**src/rtl/irqlat_pkg.sv**
```systemverilog
package irqlat_pkg;
    typedef enum logic [0:0] {
        LS_IDLE = 1'b0,
        LS_RUN  = 1'b1
    } lat_state_e;

    localparam int unsigned CNT_TOTAL = 0;
    localparam int unsigned CNT_MISS0 = 1;
    localparam int unsigned CNT_MISS3 = 2;
    localparam int unsigned NUM_EVT   = 3;
endpackage

```
**src/rtl/irqlat_timer.sv**
```systemverilog
module irqlat_timer
    import irqlat_pkg::*;
#(
    parameter int unsigned LAT_W = 32
) (
    input  logic             clk,
    input  logic             rst_n,
    input  logic             enable,
    input  logic             req,
    input  logic             ack0,
    input  logic             ack3,
    output logic [LAT_W-1:0] lat_count,
    output logic             running,
    output logic             wait0,
    output logic             wait3
);
    lat_state_e state_q, state_d;

    // state register
    always_ff @(posedge clk or negedge rst_n) begin
        if (!rst_n)       state_q <= LS_IDLE;
        else if (!enable) state_q <= LS_IDLE;
        else              state_q <= state_d;
    end

    // next state
    always_comb begin
        state_d = state_q;
        unique case (state_q)
            LS_IDLE: if (req) state_d = LS_RUN;
            LS_RUN: begin
                if (req)       state_d = LS_RUN;
                else if (ack3) state_d = LS_IDLE;
            end
            default: state_d = LS_IDLE;
        endcase
    end

    // counter and pending flags
    always_ff @(posedge clk or negedge rst_n) begin
        if (!rst_n) begin
            lat_count <= '0;
            wait0     <= 1'b0;
            wait3     <= 1'b0;
        end else if (!enable) begin
            lat_count <= '0;
            wait0     <= 1'b0;
            wait3     <= 1'b0;
        end else begin
            if (req)
                lat_count <= '0;
            else if (state_q == LS_RUN && !ack3)
                lat_count <= lat_count + 1'b1;
            if (req)       wait0 <= 1'b1;
            else if (ack0) wait0 <= 1'b0;
            if (req)       wait3 <= 1'b1;
            else if (ack3) wait3 <= 1'b0;
        end
    end

    assign running = (state_q == LS_RUN);
endmodule

```
**src/rtl/irqlat_latch_bank.sv**
```systemverilog
module irqlat_latch_bank #(
    parameter int unsigned NUM_ACK = 4,
    parameter int unsigned LAT_W   = 32
) (
    input  logic                            clk,
    input  logic                            rst_n,
    input  logic                            enable,
    input  logic [LAT_W-1:0]                lat_count,
    input  logic [NUM_ACK-1:0]              cap,
    input  logic [NUM_ACK-1:0]              clr,
    input  logic [NUM_ACK-1:0]              rd,
    output logic [NUM_ACK-1:0][LAT_W-1:0]   value,
    output logic [NUM_ACK-1:0]              valid,
    output logic [NUM_ACK-1:0]              ovw
);
    for (genvar i = 0; i < NUM_ACK; i++) begin : g_slot
        logic v_pre, o_pre;
        // clear and read apply before a capture in the same cycle
        always_comb begin
            v_pre = valid[i] & ~clr[i] & ~rd[i];
            o_pre = ovw[i] & ~clr[i];
        end
        always_ff @(posedge clk or negedge rst_n) begin
            if (!rst_n) begin
                value[i] <= '0;
                valid[i] <= 1'b0;
                ovw[i]   <= 1'b0;
            end else if (!enable) begin
                value[i] <= '0;
                valid[i] <= 1'b0;
                ovw[i]   <= 1'b0;
            end else if (cap[i]) begin
                value[i] <= lat_count;
                valid[i] <= 1'b1;
                ovw[i]   <= o_pre | v_pre;
            end else begin
                valid[i] <= v_pre;
                ovw[i]   <= o_pre;
            end
        end
    end
endmodule

```
**src/rtl/irqlat_evt_counters.sv**
```systemverilog
module irqlat_evt_counters
    import irqlat_pkg::*;
#(
    parameter int unsigned EVT_W = 32
) (
    input  logic                           clk,
    input  logic                           rst_n,
    input  logic                           enable,
    input  logic [NUM_EVT-1:0]             inc,
    input  logic [NUM_EVT-1:0]             clr,
    output logic [NUM_EVT-1:0][EVT_W-1:0]  cnt
);
    for (genvar k = 0; k < NUM_EVT; k++) begin : g_cnt
        always_ff @(posedge clk or negedge rst_n) begin
            if (!rst_n)           cnt[k] <= '0;
            else if (!enable)     cnt[k] <= '0;
            else if (clr[k])      cnt[k] <= '0;
            else if (inc[k])      cnt[k] <= cnt[k] + 1'b1;
        end
    end
endmodule

```
**src/rtl/irq_latency_tracker.sv**
```systemverilog
module irq_latency_tracker
    import irqlat_pkg::*;
#(
    parameter int unsigned NUM_ACK = 4,
    parameter int unsigned LAT_W   = 32,
    parameter int unsigned EVT_W   = 32
) (
    input  logic                          clk,
    input  logic                          rst_n,
    input  logic                          enable,
    input  logic                          req_pulse,
    input  logic [NUM_ACK-1:0]            ack_wr,
    input  logic [NUM_ACK-1:0]            clr_latch,
    input  logic [NUM_ACK-1:0]            rd_latch,
    input  logic                          clr_total,
    input  logic                          clr_miss0,
    input  logic                          clr_miss3,
    input  logic                          clr_all,
    output logic [NUM_ACK-1:0][LAT_W-1:0] lat_value,
    output logic [NUM_ACK-1:0]            lat_valid,
    output logic [NUM_ACK-1:0]            lat_ovw,
    output logic                          lat_running,
    output logic                          wait_ack0,
    output logic                          wait_ack3,
    output logic [EVT_W-1:0]              total_cnt,
    output logic [EVT_W-1:0]              miss0_cnt,
    output logic [EVT_W-1:0]              miss3_cnt
);
    localparam int unsigned LAST_ACK = NUM_ACK - 1;

    logic [LAT_W-1:0]                lat_count;
    logic [NUM_EVT-1:0]              evt_inc, evt_clr;
    logic [NUM_EVT-1:0][EVT_W-1:0]   evt_cnt;

    irqlat_timer #(.LAT_W(LAT_W)) u_timer (
        .clk       (clk),
        .rst_n     (rst_n),
        .enable    (enable),
        .req       (req_pulse),
        .ack0      (ack_wr[0]),
        .ack3      (ack_wr[LAST_ACK]),
        .lat_count (lat_count),
        .running   (lat_running),
        .wait0     (wait_ack0),
        .wait3     (wait_ack3)
    );

    irqlat_latch_bank #(.NUM_ACK(NUM_ACK), .LAT_W(LAT_W)) u_latches (
        .clk       (clk),
        .rst_n     (rst_n),
        .enable    (enable),
        .lat_count (lat_count),
        .cap       (ack_wr),
        .clr       (clr_latch),
        .rd        (rd_latch),
        .value     (lat_value),
        .valid     (lat_valid),
        .ovw       (lat_ovw)
    );

    always_comb begin
        evt_inc[CNT_TOTAL] = req_pulse;
        evt_inc[CNT_MISS0] = req_pulse & wait_ack0 & ~ack_wr[0];
        evt_inc[CNT_MISS3] = req_pulse & wait_ack3 & ~ack_wr[LAST_ACK];
        evt_clr[CNT_TOTAL] = clr_total | clr_all;
        evt_clr[CNT_MISS0] = clr_miss0 | clr_all;
        evt_clr[CNT_MISS3] = clr_miss3 | clr_all;
    end

    irqlat_evt_counters #(.EVT_W(EVT_W)) u_events (
        .clk    (clk),
        .rst_n  (rst_n),
        .enable (enable),
        .inc    (evt_inc),
        .clr    (evt_clr),
        .cnt    (evt_cnt)
    );

    assign total_cnt = evt_cnt[CNT_TOTAL];
    assign miss0_cnt = evt_cnt[CNT_MISS0];
    assign miss3_cnt = evt_cnt[CNT_MISS3];
endmodule

```
**config.mk**
```make
export PLATFORM = sky130hd
export DESIGN_NAME = irq_latency_tracker
export DESIGN_NICKNAME = d
export VERILOG_FILES = /design/src/rtl/irqlat_pkg.sv /design/src/rtl/irqlat_timer.sv /design/src/rtl/irqlat_latch_bank.sv /design/src/rtl/irqlat_evt_counters.sv /design/src/rtl/irq_latency_tracker.sv
export SDC_FILE = /design/constraint.sdc
export NUM_CORES = 1
export LEC_CHECK = 0
export BUFFER_PORTS_ARGS = -buffer_cell sky130_fd_sc_hd__buf_2
export CORE_MARGIN = 4
export CORE_UTILIZATION = 30
export CTS_CLUSTER_DIAMETER = 80
export CTS_CLUSTER_SIZE = 8
export DETAILED_ROUTE_END_ITERATION = 10
export PLACE_DENSITY_LB_ADDON = 0.2
export SYNTH_ARGS = -nofsm -noshare
export SYNTH_HDL_FRONTEND = slang
export SYNTH_SLANG_ARGS = --single-unit
```
**constraint.sdc**
```tcl
create_clock -name clk -period 5.4 [get_ports clk]
set_clock_uncertainty 0.15 [all_clocks]
set_input_delay 0.54 -clock clk [delete_from_list [all_inputs] [get_ports clk]]
set_output_delay 0.54 -clock clk [all_outputs]
set_load 0.02 [all_outputs]
```
==> results.yml <==
synth:
  syn-cell-area_mm2: 0.0128
  syn_nets: 1230
  syn_inst: 1206
  synth_edf_count: 0
  ys_seq_area_share_pct: 52.0
  yosys_warnings: 0
  synthArstFlopShare_pct: 100
  synth_cell_type_count: 50
  synthFlopType: "dfrtp_1"
  synth.avg_cell_area_um2: 10.7
  ys_seq_elements: 267
floorplan:
  core_mm2: 0.0421
  dieWidth_um: 215
  rows: 75
  fp.dieH_um: 215
  ios: 255
  initial_core_util_pct: 30.5
  die_area_mm2: 0.0462
route:
  drtIter0Drc: 629
  vias_per_cell: 5.12
  firstDrtPassIters: 5
  routedWlPerCell_um: 19.5
  drtAntennaViolNets: 0
  wirelength_um: 38200
  drc: 0
  vias: 10100
setup_path:
  critPathSlowestCell: "nor2b_1"
  crit_chain: "nor2b_1 > o2111ai_2 > or4_1 > a21oi_1"
  end_kind: "flip-flop"
  path_buf_inv: 0
  cp.required_ns: 5.71
  slowest_delay_ns: 0.80
  cp_max_fo: 30
  worstPathArrival_ns: 3.43
  cpLargestDelayFamily: "simple AND/OR/NAND/NOR gates"
  worstSetupStartpointType: "flip-flop"
  critical_path_class: "flip-flop to flip-flop"
placed_design:
  io_buffers: 254
  dp_hpwl_um: 24800
  place.gp.congestion: 0.805
finish:
  final_cell_mix: "267 x dfrtp_1, 252 x buf_2, 133 x mux2i_1"
  nNetsFinal: 1445
  finish.utilization_pct: 37.0
  fillers: 4198
  drive_gt1_share_pct: 22.3
  diodes: 0
  final_common_cell: "dfrtp_1"
  synthToLayoutAreaGrowth_pct: 21.2
pwr:
  power_per_cell_area_mw_per_mm2: 282
  cellLeakagePower_nw: 7.15
  vdd_drop_max_v: 0.000166
sta:
  slew_violations: 0
  slew_headroom_pct: 27.3
  fin_crit_ns: 3.13
  hold_violations: 0
  rsz0062_at_grt: "no"
  setup_viol: 0
  tightestPinTransition_ns: 1.09
  finalCritPeriodShare_pct: 57.9
  tns_ns: 0
  max_clock_freq_mhz: 320
clock_network:
  cts_buffers: 39
  clock_path_buffers: 3
  ctsResizeCount: 0
  cts.clk_slew.worst_paths_ns: 0.05
  clkLatencyLatePin_ns: 0.54
  cts_sinks: 267
  cts_max_level: 2
  cts_tree: "done"
  root_buffer: "clkbuf_16"
global_routing:
  grt_pass1_vias: 9982
  grtUsageTotal_pct: 16.2
  met3_usage_pct: 4.46
  grt_max_degree: 100
  met2_usage_pct: 25.8
  antenna_found_initial: 0
  busiest_layer: "met2"
  grt_overflow_total: 0
  grt_use_met1_pct: 22.1
  grt_pass1_wl_um: 60600
status:
  outcome: "complete, no violations"
job:
  maxCapViolations: 0
min_path:
  hold_path_class: "primary input to flip-flop"
logic make-up (layout without fill, tap and decap cells):
| logic type | after synthesis | in the layout | synth area share (%) |
|---|---|---|---|
| buffers and inverters | 114 | 331 | 3.68 |
| adder cells (fa/ha/maj) | 4 | 4 | 0.389 |
| AND/OR/NAND/NOR | 463 | 463 | 21.8 |
| XOR/XNOR | 40 | 40 | 2.73 |
| multiplexers | 133 | 133 | 10.4 |
| flip-flops | 267 | 267 | 52.0 |
| AO/OA/AOI/OAI | 185 | 185 | 9.03 |
path summary, 6_finish.rpt:
check | slack (ns) | startpoint | cells past startpoint | end
worst max-delay path | 2.27 | u_timer.running | 4 | u_timer.lat_count[17]
worst min-delay path | 0.15 | clr_miss0 | 4 | u_events.cnt[63]
worst max register to register | 2.27 | u_timer.running | 4 | u_timer.lat_count[17]
worst min register to register | 0.39 | u_latches.value[55] | 2 | u_latches.value[55]
max in group asynchronous | 3.49 | rst_n | 3 | u_latches.value[33]
min in group asynchronous | 0.40 | rst_n | 2 | u_events.cnt[31]
power breakdown:
part / switching, mW / leakage [nW] / internal [mW] / total [mW]
sequential: 0.00528 / 3.72 / 2.01 / 2.01
combinational: 0.123 / 2.92 / 0.0573 / 0.181
clock: 0.890 / 0.504 / 1.30 / 2.19
total: 1.02 / 7.15 / 3.37 / 4.39
cell usage after synthesis, drive strengths merged, types with 23 or more instances:
| cell type | count | area [um2] |
|---|---|---|
| dfrtp | 267 | 6680 |
| mux2i | 133 | 1330 |
| nor2b | 132 | 826 |
| a21oi | 80 | 400 |
| clkbuf | 71 | 267 |
| or4 | 60 | 458 |
| o31ai | 52 | 390 |
| nand2 | 51 | 191 |
| nor2 | 43 | 161 |
| nand4 | 38 | 244 |
| nand3 | 37 | 185 |
| xor2 | 25 | 219 |
| buf | 23 | 131 |
sequential cells by signal, summed over array words and instances, names as in the netlist:
name,flops
u_latches.valid,4
u_events.cnt,96
u_timer.wait0,1
u_latches.value,128
u_timer.lat_count,32
u_timer.wait3,1
u_timer.running,1
u_latches.ovw,4
final cells by class:
class | count | area (um2) | share of cell area, %
clock buffer | 40 | 1000 | 6.42
inverter | 20 | 75.1 | 0.482
tap | 539 | 674 | 4.33
sequential | 267 | 6680 | 42.9
timing repair buffer | 268 | 1410 | 9.07
multi-input combinational | 825 | 5700 | 36.6
clock inverter | 3 | 32.5 | 0.209
per-layer routing:
| metal | wire length, um | vias to the layer above | share of wire (%) |
|---|---|---|---|
| met4 | 656 | 0 | 1.7 |
| met2 | 18000 | 222 | 47 |
| met1 | 17400 | 4999 | 46 |
| met3 | 2080 | 43 | 5.4 |
| met5 | 0 | - | 0 |
| li1 | - | 4789 | - |
timing repair:
action | in CTS | in global routing
hold buffers | 5 | 0
hold endpoints to repair | 72 | 0
buffers inserted | 0 | 0
worst reg2reg max path, stage by stage (launching register included):
cell and delay (ns):
dfrtp_1 0.49, nor2b_1 0.80, o2111ai_2 0.72, or4_1 0.71, a21oi_1 0.17
per-stage QoR:
step | hold slack, ns | setup slack, ns | cells | power (mW) | instance area [um2]
after floorplan | 0.0944 | 3.14 | 1206 | 2.14 | 12800
after global placement | 0.372 | 2.12 | 1914 | 2.23 | 14500
after detailed placement | 0.378 | 2.11 | 1914 | 2.23 | 14500
after CTS | 0.111 | 2.19 | 1962 | 4.48 | 15600
after global routing | 0.157 | 1.97 | 1962 | 4.57 | 15600
final | 0.153 | 2.27 | 1962 | 4.39 | 15600
Power figures use the tool's default switching activity.
